$ cat src/rtl/rob_precise.sv
module rob_precise #(
  parameter int DEPTH  = 6,
  parameter int PC_W   = 32,
  parameter int DEST_W = 6,
  parameter int DATA_W = 32,
  parameter int NCMP   = 3,
  localparam int IW    = (DEPTH > 2) ? $clog2(DEPTH) : 1
) (
  input  logic                   clk,
  input  logic                   rst_n,
  input  logic                   disp_valid,
  input  logic [PC_W-1:0]        disp_pc,
  input  logic [DEST_W-1:0]      disp_dest,
  output logic                   disp_ready,
  output logic [IW-1:0]          disp_idx,
  input  logic [NCMP-1:0]        cmp_valid,
  input  logic [NCMP*IW-1:0]     cmp_idx,
  input  logic [NCMP-1:0]        cmp_exc,
  input  logic [NCMP-1:0]        cmp_misp,
  input  logic [NCMP*DATA_W-1:0] cmp_data,
  output logic [1:0]             cm_valid,
  output logic [2*DEST_W-1:0]    cm_dest,
  output logic [2*DATA_W-1:0]    cm_data,
  output logic                   flush_valid,
  output logic [IW-1:0]          flush_idx,
  output logic                   trap_valid,
  output logic [PC_W-1:0]        trap_pc
);

  function automatic logic [IW:0] padd(input logic [IW:0] p, input int n);
    int s;
    s = int'(p[IW-1:0]) + n;
    if (s >= DEPTH) return {~p[IW], IW'(s - DEPTH)};
    return {p[IW], IW'(s)};
  endfunction

  function automatic int age_of(input logic [IW-1:0] i, input logic [IW-1:0] h);
    return (i >= h) ? int'(i) - int'(h) : int'(i) + DEPTH - int'(h);
  endfunction

  logic [IW:0]        head, tail, head1, fl_tail;
  logic [PC_W-1:0]    pc_q   [DEPTH];
  logic [DEST_W-1:0]  dest_q [DEPTH];
  logic [DATA_W-1:0]  data_q [DEPTH];
  logic [DEPTH-1:0]   done_q, exc_q;
  logic [IW-1:0]      h0, h1;
  logic               fl_any, acc;
  int                 occ, fl_age, ncm;

  assign h0    = head[IW-1:0];
  assign head1 = padd(head, 1);
  assign h1    = head1[IW-1:0];
  assign occ   = (head[IW] == tail[IW]) ? int'(tail[IW-1:0]) - int'(h0)
                                        : int'(tail[IW-1:0]) + DEPTH - int'(h0);

  assign trap_valid  = (occ > 0) && done_q[h0] && exc_q[h0];
  assign trap_pc     = pc_q[h0];
  assign cm_valid[0] = (occ > 0) && done_q[h0] && !exc_q[h0];
  assign cm_valid[1] = cm_valid[0] && (occ > 1) && done_q[h1] && !exc_q[h1];
  assign cm_dest     = {dest_q[h1], dest_q[h0]};
  assign cm_data     = {data_q[h1], data_q[h0]};
  assign ncm         = int'(cm_valid[0]) + int'(cm_valid[1]);

  always_comb begin
    fl_any    = 1'b0;
    fl_age    = DEPTH;
    flush_idx = '0;
    for (int p = 0; p < NCMP; p++) begin
      if (cmp_valid[p] && cmp_misp[p] &&
          age_of(cmp_idx[p*IW +: IW], h0) < occ &&
          age_of(cmp_idx[p*IW +: IW], h0) < fl_age) begin
        fl_any    = 1'b1;
        fl_age    = age_of(cmp_idx[p*IW +: IW], h0);
        flush_idx = cmp_idx[p*IW +: IW];
      end
    end
  end

  assign fl_tail     = padd(head, fl_age + 1);
  assign flush_valid = fl_any && !trap_valid;
  assign disp_ready  = (occ < DEPTH) && !flush_valid && !trap_valid;
  assign disp_idx    = tail[IW-1:0];
  assign acc         = disp_valid && disp_ready;

  always_ff @(posedge clk) begin
    if (!rst_n) begin
      head   <= '0;
      tail   <= '0;
      done_q <= '0;
      exc_q  <= '0;
    end else begin
      for (int p = 0; p < NCMP; p++) begin
        if (cmp_valid[p]) begin
          done_q[cmp_idx[p*IW +: IW]] <= 1'b1;
          exc_q[cmp_idx[p*IW +: IW]]  <= cmp_exc[p];
          data_q[cmp_idx[p*IW +: IW]] <= cmp_data[p*DATA_W +: DATA_W];
        end
      end
      if (acc) begin
        pc_q[tail[IW-1:0]]   <= disp_pc;
        dest_q[tail[IW-1:0]] <= disp_dest;
        done_q[tail[IW-1:0]] <= 1'b0;
        exc_q[tail[IW-1:0]]  <= 1'b0;
      end
      if (trap_valid) begin
        tail <= head;
      end else begin
        head <= padd(head, ncm);
        if (flush_valid) tail <= fl_tail;
        else if (acc)    tail <= padd(tail, 1);
      end
    end
  end

  a_r2_occ_bound: assert property (@(posedge clk) disable iff (!rst_n)
    occ >= 0 && occ <= DEPTH);
  a_r1_dispatch_grows: assert property (@(posedge clk) disable iff (!rst_n)
    acc |=> occ == $past(occ) + 1 - $past(ncm));
  a_r4_pair_in_order: assert property (@(posedge clk) disable iff (!rst_n)
    cm_valid[1] |-> cm_valid[0]);
  a_r6_trap_no_commit: assert property (@(posedge clk) disable iff (!rst_n)
    trap_valid |-> !cm_valid[0]);
  a_r6_trap_empties: assert property (@(posedge clk) disable iff (!rst_n)
    trap_valid |=> occ == 0);
  a_r7_flush_keeps_branch: assert property (@(posedge clk) disable iff (!rst_n)
    flush_valid |=> occ >= 1 && occ <= $past(occ));

endmodule

$ cat config.mk
export PLATFORM = sky130hd
export DESIGN_NAME = rob_precise
export DESIGN_NICKNAME = d
export VERILOG_FILES = /design/src/rtl/rob_precise.sv
export SDC_FILE = /design/constraint.sdc
export NUM_CORES = 1
export LEC_CHECK = 0
export BUFFER_PORTS_ARGS = -buffer_cell sky130_fd_sc_hd__clkbuf_2
export CAP_MARGIN = 20
export CORE_MARGIN = 2
export CORE_UTILIZATION = 35
export DETAILED_ROUTE_END_ITERATION = 12
export GPL_TIMING_DRIVEN = 0
export HOLD_SLACK_MARGIN = 0.03
export PLACE_DENSITY = 0.51
export SYNTH_ARGS = -nofsm -noshare
export SYNTH_HDL_FRONTEND = slang
export SYNTH_SLANG_ARGS = --single-unit
$ cat constraint.sdc
create_clock -name clk -period 20.3 [get_ports clk]
set_input_delay 0 -clock clk [delete_from_list [all_inputs] [get_ports clk]]
set_output_delay 0 -clock clk [all_outputs]
set_load 0.03 [all_outputs]
Word level (Yosys, flattened, before mapping):

Memory sizes are Yosys's and may differ from the RTL's. A register that Yosys moved wholly into a read port is not among the register bits.
Cells that the tools add are included.

* flip-flop bits (word level): 20
* RAM bits: 420
* memories kept: 3

Memory list
* data_q: depth 6, width 32, read ports 2, clocked after Yosys merged registers in 1, wr ports 3, RTL line 44 `logic [DATA_W-1:0] data_q [DEPTH];`
* pc_q: depth 6, width 32, read ports 1, clocked after Yosys merged registers in 1, wr ports 1, RTL line 42 `logic [PC_W-1:0] pc_q [DEPTH];`
* dest_q: depth 6, width 6, read ports 2, clocked after Yosys merged registers in 1, wr ports 1, RTL line 43 `logic [DEST_W-1:0] dest_q [DEPTH];`

* muxes and demuxes: 85
* magnitude comparators: 26
* bitwise gates (word level): 9
* add/subtract/negate cells: 22
* equality and inequality tests: 1
* reductions and logical operators: 31

Operators with widths (number)
* 32-bit two-way mux: 7
* 32-bit < comparator: 5
* 6-bit two-way mux: 14
* 32-bit by 4-bit < comparator with 1-bit output, second input constant: 2
* 3-bit two-way mux: 12
* 1-bit two-way mux: 33
* 32-bit by 2-bit adder with 32-bit output, second input constant: 1
* 4-bit by 32-bit adder with 32-bit output: 1
* 32-bit by 4-bit >= comparator with 1-bit output, second input constant: 1
* 32-bit by 1-bit greater-than comparator with 1-bit output, second input constant: 1
* 32-bit by 2-bit greater-than comparator with 1-bit output, second input constant: 1
* 4-bit two-way mux: 8
* 3-bit by 4-bit < comparator with 1-bit output, second input constant: 6
* 1-bit logical AND: 23
* 4-bit by 3-bit subtractor with 5-bit output: 4
* 6-bit bitwise mux: 3
* 6-bit bitwise OR: 3
* 3-bit by 3-bit adder with 4-bit output, second input constant: 4
* 3-bit by 3-bit subtractor with 4-bit output: 4
* 6-bit bitwise AND: 2
* 1-bit binary-select mux with 3-bit select: 4
* 1-bit demux with 3-bit select: 4
* 3-bit by 1-bit >= comparator with 1-bit output, second input constant: 4
* 4-bit by 3-bit >= comparator with 1-bit output, second input constant: 3
* other kinds (12): 24

Logic depth before layout (Yosys ltp):

Gate-level depths: netlist (run 1).

* depth in word-level cells: 26
* mapped depth: 50
* depth with buffers taken out: 46

Least setup slack after synthesis (run 1):

No wires, ideal clock.

* path kind: reg-to-reg
* start: register head[1]
* end: register tail[3]
* arrival time: 8.809 ns
* path buffers: 2
* period minus slack after synthesis: 8.897 ns
* path slack: 11.403 ns
* cell stages (with the launch flop): 45
* cell sequence: dfxtp_1 -> ha_1 -> inv_1 -> ha_1 -> inv_1 -> fa_1 -> xor2_1 -> mux2i_1 -> ha_1 -> o211a_1 -> o31ai_1 -> a41o_1 -> and3_1 -> buf_4 -> nand2b_1 -> inv_1 -> ha_1 -> a2111oi_2 -> [9 not listed] -> buf_6 -> mux2_2 -> ha_1 -> fa_1 -> nor2b_1 -> o21ai_0 -> nand2b_1 -> ha_1 -> nor4_1 -> nand3_1 -> nor4_1 -> nor2b_1 -> nand2b_1 -> a211oi_1 -> nor2_1 -> a31oi_1 -> o21ai_1 -> a311oi_2

* word-level cells in the longest chain between the ends: 19

Ends and longest elaborated chain
* from (decl): RTL line 41 `logic [IW:0] head, tail, head1, fl_tail;`
* from (signal assigned): RTL line 108 `head <= padd(head, ncm);`
* 4-bit by 3-bit subtractor with 5-bit output (tied with other cells): RTL line 38 `return (i >= h) ? int'(i) - int'(h) : int'(i) + DEPTH - int'(h);`
* 32-bit two-way mux (on tied branches): RTL line 38, 53
* 32-bit < comparator: RTL line 70 `age_of(cmp_idx[p*IW +: IW], h0) < occ &&`
* 1-bit logical AND: RTL line 69 `if (cmp_valid[p] && cmp_misp[p] &&`
* 1-bit logical AND: RTL line 70
* 32-bit two-way mux: RTL line 69
* 32-bit < comparator: RTL line 71 `age_of(cmp_idx[p*IW +: IW], h0) < fl_age) begin`
* 1-bit logical AND: RTL line 70
* [3 not listed]
* 32-bit two-way mux or 1-bit two-way mux (tied branches): RTL line 69
* 32-bit by 2-bit adder with 32-bit output or 1-bit logical AND (tied branches): RTL line 79, 80
* 4-bit by 32-bit adder with 32-bit output or 1-bit logical NOT (tied branches): RTL line 32, 81
* 32-bit by 4-bit >= comparator with 1-bit output or 1-bit logical AND (tied branches): RTL line 33, 81
* 1-bit two-way mux or 1-bit logical AND (tied branches): RTL line 33, 81
* 4-bit two-way mux or 1-bit logical AND (tied branches): RTL line 34, 83
* 4-bit two-way mux or 3-bit nonzero test (tied branches)
* 4-bit two-way mux or 2-bit AND reduction (tied branches)
* to (signal assigned): RTL line 109 `if (flush_valid) tail <= fl_tail;`
* to (signal assigned): RTL line 110 `else if (acc) tail <= padd(tail, 1);`
* to (decl): RTL line 41

Several ways; a longest one is shown, not always the timed one. The select of a mux whose other input is x is not followed.
A chain may end at the register's enable or synchronous reset.

Worst setup path in the final report (run 1):

Ends and elaborated chain as after synthesis.

==> results of run 1 <==
## registers in the layout, summed over array words and instances (netlist names), named ones only
| register | count |
|---|---|
| head | 4 |
| dest_q | 36 |
| exc_q | 6 |
| data_q | 192 |
| done_q | 6 |
| pc_q | 192 |
| tail | 4 |
## power by group
group / leakage [nW] / switching, mW / internal [mW]
clock: 0.784 / 0.391 / 0.494
sequential: 3.99 / 0.0288 / 1.08
combinational: 7.40 / 0.725 / 0.439
## critical path: cells and delay by family (launching register included)
kind,cells,cell delay (ns)
AOI/OAI and AO/OA,15,3.70
adders and majority gates,6,1.86
buffers and inverters,6,1.57
DFF,1,0.83
muxes,1,0.43
and+or+nand+nor,14,2.45
## Yosys cell counts (all sizes together), types with 3 or more instances
cell type	number	area (sq um)
edfxtp	420	12610
mux2i	314	3147
nand2	250	938.4
o21ai	224	1121
nor2	171	644.4
a21oi	136	680.7
mux4	110	2477
clkbuf	95	356.6
inv	65	244.0
ha	64	800.8
buf	35	165.2
nor3	26	141.4
dfxtp	23	460.4
nand3	18	100.1
nand2b	16	102.6
fa	13	260.3
nor2b	10	62.56
xnor2	10	87.58
a211oi	8	60.06
a31oi	8	50.05
o31ai	8	65.06
o211ai	6	50.05
or3	6	37.54
xor2	6	52.55
nor4	5	31.28
a21o	4	30.03
a221oi	4	41.29
a32oi	4	35.03
and2	4	25.02
nand3b	4	33.78
o21a	4	30.03
a2111oi	3	32.53
nand4b	3	26.28
## metal layers
layer / vias up / wire [microns]
li1: 9035 / -
met1: 10120 / 35000
met2: 808 / 43580
met3: 189 / 5956
met4: 14 / 2599
met5: - / 89
## per-stage QoR
step	power (mW)	setup WS, ns	util [%]	hold slack (ns)	std cells
6_report	3.153	9.346	44.78	0.05009	3657
5_1_grt	3.303	8.358	44.76	0.1032	3654
4_1_cts	3.170	9.286	44.67	0.03095	3646
3_5_place_dp	2.250	9.344	39.51	0.2593	3343
3_3_place_gp	2.223	7.369	38.90	0.2473	3321
2_1_floorplan	1.882	11.40	-	0.09887	2099
## how the worst max path moves through the flow
stage / endpoint / slack [ns]
6_report: tail[3] / 9.35
5_1_grt: tail[3] / 8.36
4_1_cts: tail[3] / 9.29
3_5_place_dp: tail[3] / 9.34
3_3_place_gp: pc_q[0][10] / 7.37
2_1_floorplan: tail[3] / 11.40
## logic make-up (layout without fill, tap and decap cells)
family,after synthesis,in the layout
DFF,443,443
AOI/OAI and AO/OA,421,421
other,0,6
xor gates and xnor gates,16,16
adders and majority gates,77,77
muxes,426,426
buffers and inverters,196,798
and+or+nand+nor,520,520
## cells in the final DEF, fill, tap and decap left out, types with 11 or more instances in the layout
| master | count |
|---|---|
| sky130_fd_sc_hd__nand3_1 | 16 |
| sky130_fd_sc_hd__dlygate4sd3_1 | 209 |
| sky130_fd_sc_hd__inv_1 | 61 |
| sky130_fd_sc_hd__nand2_1 | 250 |
| sky130_fd_sc_hd__o21ai_0 | 220 |
| sky130_fd_sc_hd__mux4_2 | 110 |
| sky130_fd_sc_hd__edfxtp_1 | 420 |
| sky130_fd_sc_hd__nor3_1 | 21 |
| sky130_fd_sc_hd__clkbuf_1 | 99 |
| sky130_fd_sc_hd__mux2i_1 | 313 |
| sky130_fd_sc_hd__dfxtp_1 | 23 |
| sky130_fd_sc_hd__fa_1 | 13 |
| sky130_fd_sc_hd__clkbuf_2 | 272 |
| sky130_fd_sc_hd__nor2_1 | 162 |
| sky130_fd_sc_hd__buf_1 | 26 |
| sky130_fd_sc_hd__ha_1 | 64 |
| sky130_fd_sc_hd__clkbuf_16 | 50 |
| sky130_fd_sc_hd__clkinv_2 | 18 |
| sky130_fd_sc_hd__a21oi_1 | 134 |
| sky130_fd_sc_hd__nand2b_1 | 15 |
| sky130_fd_sc_hd__clkinv_1 | 11 |
## layout make-up
class,instances,area (sq um)
Timing Repair Buffer,508,3836
Multi-Input combinational cell,1460,11480
Buffer,130,521.8
Sequential cell,443,13070
Clock inverter,40,324.1
Clock buffer,54,1266
Antenna cell,6,15.01
Fill cell,6652,39410
Inverter,66,247.7
Tap cell,950,1189
==> impl_metrics.toml, run 1 <==
[yosys]
synthesized_area_fraction_occupied_by_adder_cells_pct = 4.209
muxShareOfSynthArea_pct = 22.40
simple_gate_fraction_of_synth_area_pct = 8.696
synth_top_family_by_area = "multiplexers"
synth_sequential_area_ratio_pct = 51.86
synth-main-ff-cell = "sky130_fd_sc_hd__edfxtp_1"
postSynthNetCount = 2331
synth.ff_latch_count = 443
ys_async_sr_fraction_pct = 0
synth-edff-count = 420
synthXorXnorAreaFrac_pct = 0.5559
synth_area_per_cell_sq_um = 12.01
synth_compound_gate_area_share_pct = 9.227
synth.cell_area_sq_um = 25210
synth_warnings = 0
syn_inst = 2099
ys_types = 65

[detailed_routing]
via_density = 5.514
dr.pass1.iters = 7
wirelength_microns = 87220
route.antenna.remaining_nets = 0
via_count = 20170
drt-wirelength-per-cell_microns = 23.85
remaining_drc_errors = 0
number_of_drc_markers_after_the_initial_detailed_route_iteration = 1661

[timing]
worst_clock_skew_ns = 0.01549
worstMarginPinSlew_ns = 1.165
final.min_clock_period_ns = 10.95
fin_tns_setup_ns = 0
drv_slew = 0
hold_viol = 0
min_period_over_period_pct = 53.96
rsz_0062_raised_after_global_routing = "no"
setup_viol = 0
fmaxAchievable_mhz = 91.29
max_slew_margin_pct = 22.31

[floorplan]
boundaryPins = 274
chipWidth_microns = 272.4
die_area_sq_um = 74190
die_h_microns = 272.4
fp.coreArea_sq_um = 71360
floorplan.rows = 98
initial_core_util_pct = 35.32

[worst_hold_path]
hold_class = "in -> reg"
hold_end = "done_q[3]"
hold_path_depth = 4
hold_path_startpoint = "cmp_valid[0]"

[final_layout]
drive_gt1_share_pct = 19.96
syn_to_final_growth_pct = 26.76
stdcell_area_sq_um = 31950
num-nets-final = 2891

[placement]
gp_congestion = 0.8852
detailedPlacementHpwl_microns = 60870
dpl-instance-area_sq_um = 28200
port_buffers = 272

[clock_tree]
insertion_delay_ns = 0.60
cts.sink_count = 443
cts_post_setup_buffers_inserted = 0
path_clk_slew_ns = 0.06
cts-resized-gates = 0
cts_max_path_buffers = 3
cts.htree.levels = 2
cts_tree = "done"
cts_buffers = 50
clock-root-buffer = "sky130_fd_sc_hd__clkbuf_16"
post_cts_hold_buffer_count = 209

[critical_path]
crit_fanout = 12
timing.setup.critical_path_class = "reg -> reg"
crit_path_frequent_cell = "sky130_fd_sc_hd__ha_1"
timing.critical_path.from = "head[1]"
critical_path.max_stage_delay_ns = 0.83
regToRegStartpoint = "head[1]"
endpoint_class_of_the_critical_path = "flip-flop"
reg2reg_depth = 42
critical-path-slowest-cell = "sky130_fd_sc_hd__dfxtp_1"
data_required_time_of_the_worst_path_ns = 20.81
startpoint_type = "flip-flop"
timing.rr.end = "tail[3]"
reg2reg_setup_slack_ns = 9.35
timing.critical_path.arrival_ns = 11.46

[global_route]
grt_start_max_net_pins = 23
first_pass_grt_wire_length_microns = 127500
grt_use_met1_pct = 28.32
antenna_found_initial = 11
globalRoute.totalOverflow = 0
grt-busiest-layer = "met2"
grtUsageMet2_pct = 40.32
grt_use_met3_pct = 4.382
grt_pass1_vias = 20790
track_usage_pct = 22.99

[pwr]
p_leak_nw = 12.18
power.ir.vdd_worst_uv = 64.96
power.density_cell_area_nw_per_um2 = 98.68

[outcome]
run_status = "finished clean"

[job]
cap_viol_max_count = 0
Note: power is estimated with default switching activity, not from simulation.
==> inputs of run 2 (changes only) <==
clock period = 11.1 ns   (was 20.3 ns; I/O delays follow)
==> run 2 against run 1 <==
  * Combinational power is 83% higher
  * Flip-flop and latch count unchanged
  * Design area grew 0.11%
  * Critical path depth decreased by 1
  * Non-clock buffer count up 2
==> impl_metrics.toml, run 2 (synthesis gave the netlist of run 1 again) <==
[final_layout]
num-nets-final = 2893
layout_common_cells = "sky130_fd_sc_hd__edfxtp_1 (420), sky130_fd_sc_hd__mux2i_1 (313), sky130_fd_sc_hd__clkbuf_2 (274)"
syn_to_final_growth_pct = 26.90
mostFrequentLayoutCell = "sky130_fd_sc_hd__edfxtp_1"
multi_input_area_sq_um = 11480
final.fill_count = 6651
drive_gt1_share_pct = 20.31
stdcell_count = 3660
stdcell_area_sq_um = 31990
final_standard_cell_utilization_of_the_core_pct = 44.82
sequential_cell_area_sq_um = 13080

[global_route]
grt_start_max_net_pins = 23
grt-busiest-layer = "met2"
grt_use_met3_pct = 4.382
globalRoute.totalOverflow = 0
grt_use_met1_pct = 28.32
grt_pass1_vias = 20790
first_pass_grt_wire_length_microns = 127500
antenna_found_initial = 11
grtUsageMet2_pct = 40.32
track_usage_pct = 22.99

[timing]
max_slew_margin_pct = 23.70
setup_viol = 0
worst_clock_skew_ns = 0.01527
fmaxAchievable_mhz = 97.33
hold_viol = 0
fin_tns_setup_ns = 0
min_period_over_period_pct = 92.56
final.min_clock_period_ns = 10.27
rsz_0062_raised_after_global_routing = "no"
drv_slew = 0
timing.final.ws_setup_ns = 0.8253
worstMarginPinSlew_ns = 1.144

[floorplan]
die_h_microns = 272.4
chipWidth_microns = 272.4
floorplan.rows = 98
fp.coreArea_sq_um = 71360
boundaryPins = 274
die_area_sq_um = 74190
initial_core_util_pct = 35.32

[critical_path]
timing.setup.critical_path_class = "reg -> reg"
timing.rr.end = "tail[3]"
startpoint_type = "flip-flop"
critical-path-slowest-cell = "sky130_fd_sc_hd__a31oi_1"
endpoint_class_of_the_critical_path = "flip-flop"
data_required_time_of_the_worst_path_ns = 11.61
crit_fanout = 19
regToRegStartpoint = "tail[2]"
crit_path_end = "tail[3]"
timing.critical_path.arrival_ns = 10.78
reg2reg_depth = 41
critical_path.max_stage_delay_ns = 0.76
crit_path_frequent_cell = "sky130_fd_sc_hd__ha_1"
timing.critical_path.from = "tail[2]"
reg2reg_setup_slack_ns = 0.83

[outcome]
run_status = "finished clean"

[pwr]
power.ir.vdd_worst_uv = 118.9
p_leak_nw = 12.20
power.density_cell_area_nw_per_um2 = 180.1

[placement]
detailedPlacementHpwl_microns = 60870
placed_cells = 3343
gp_congestion = 0.8852
dpl-instance-area_sq_um = 28200
dp_slack_ns = 0.1441
port_buffers = 272

[clock_tree]
clock-root-buffer = "sky130_fd_sc_hd__clkbuf_16"
cts.sink_count = 443
cts.htree.levels = 2
cts_tree = "done"
cts_buffers = 50
insertion_delay_ns = 0.60
cts_max_path_buffers = 3
path_clk_slew_ns = 0.06

[detailed_routing]
number_of_drc_markers_after_the_initial_detailed_route_iteration = 1633
remaining_drc_errors = 0
via_count = 20050
dr.pass1.iters = 5
via_density = 5.478
drt-wirelength-per-cell_microns = 23.82
wirelength_microns = 87190
route.antenna.remaining_nets = 0

[job]
cap_viol_max_count = 0

[worst_hold_path]
hold_class = "in -> reg"
[run 2: cell types whose count changed in the layout (fill, tap and decap cells not counted), sizes merged]
cell / before / now
buf: 62 / 65
clkinvlp: 4 / 6
clkbuf: 421 / 420
clkinv: 31 / 30
diode: 6 / 7
inv: 68 / 67
[run 2: how the worst min path moves through the flow]
| stage | cells past startpoint | end | start |
|---|---|---|---|
| 2_1_floorplan | 0 | dest_q[0][0] | disp_dest[0] |
| 3_3_place_gp | 1 | pc_q[5][10] | disp_pc[10] |
| 3_5_place_dp | 1 | pc_q[4][16] | disp_pc[16] |
| 4_1_cts | 4 | done_q[3] | cmp_valid[0] |
| 5_1_grt | 4 | done_q[3] | cmp_valid[0] |
| 6_report | 4 | done_q[3] | cmp_valid[0] |
[run 2: worst max-delay path: cells and delay by family (launching register included)]
| family | cells | cell delay (ns) |
|---|---|---|
| DFF | 1 | 0.39 |
| and+or+nand+nor | 12 | 2.17 |
| AOI/OAI and AO/OA | 15 | 3.71 |
| adders and majority gates | 8 | 2.43 |
| muxes | 2 | 0.79 |
| buffers and inverters | 4 | 0.66 |
[run 2: routing by layer]
| layer | vias to the layer above | routed length [microns] |
|---|---|---|
| met3 | 189 | 6164 |
| met1 | 9976 | 34790 |
| li1 | 9042 | - |
| met4 | 14 | 2600 |
| met5 | - | 89 |
| met2 | 828 | 43550 |
[run 2: repair_timing]
item                                    in CTS  in global routing
endpoints found under the setup margin       0                  3
resized for setup                            0                  9
setup buffers                                0                  3
hold buffers                               209                  0
endpoints found under the hold margin      430                  0
[run 2: report_power, final]
group          leakage [nW]  internal (mW)  total [mW]  switching, mW
combinational          7.42          0.802        2.12           1.32
clock                 0.784          0.903        1.61          0.712
sequential             4.00           1.97        2.02         0.0529
[run 2: through the flow]
step           power (mW)  hold slack (ns)
2_1_floorplan       3.442          0.09887
3_3_place_gp        4.065           0.2473
3_5_place_dp        4.114           0.2593
4_1_cts             5.798          0.03095
5_1_grt             6.042           0.1032
6_report            5.762          0.05116
[run 2: cell type report]
cell class                      instances  share of cell area, %
Tap cell                              950                  3.716
Inverter                               66                 0.7979
Multi-Input combinational cell       1460                  35.89
Clock buffer                           54                  3.958
Buffer                                129                  1.627
Sequential cell                       443                  40.88
Clock inverter                         40                  1.013
Timing Repair Buffer                  511                  12.06
Antenna cell                            7                0.05476
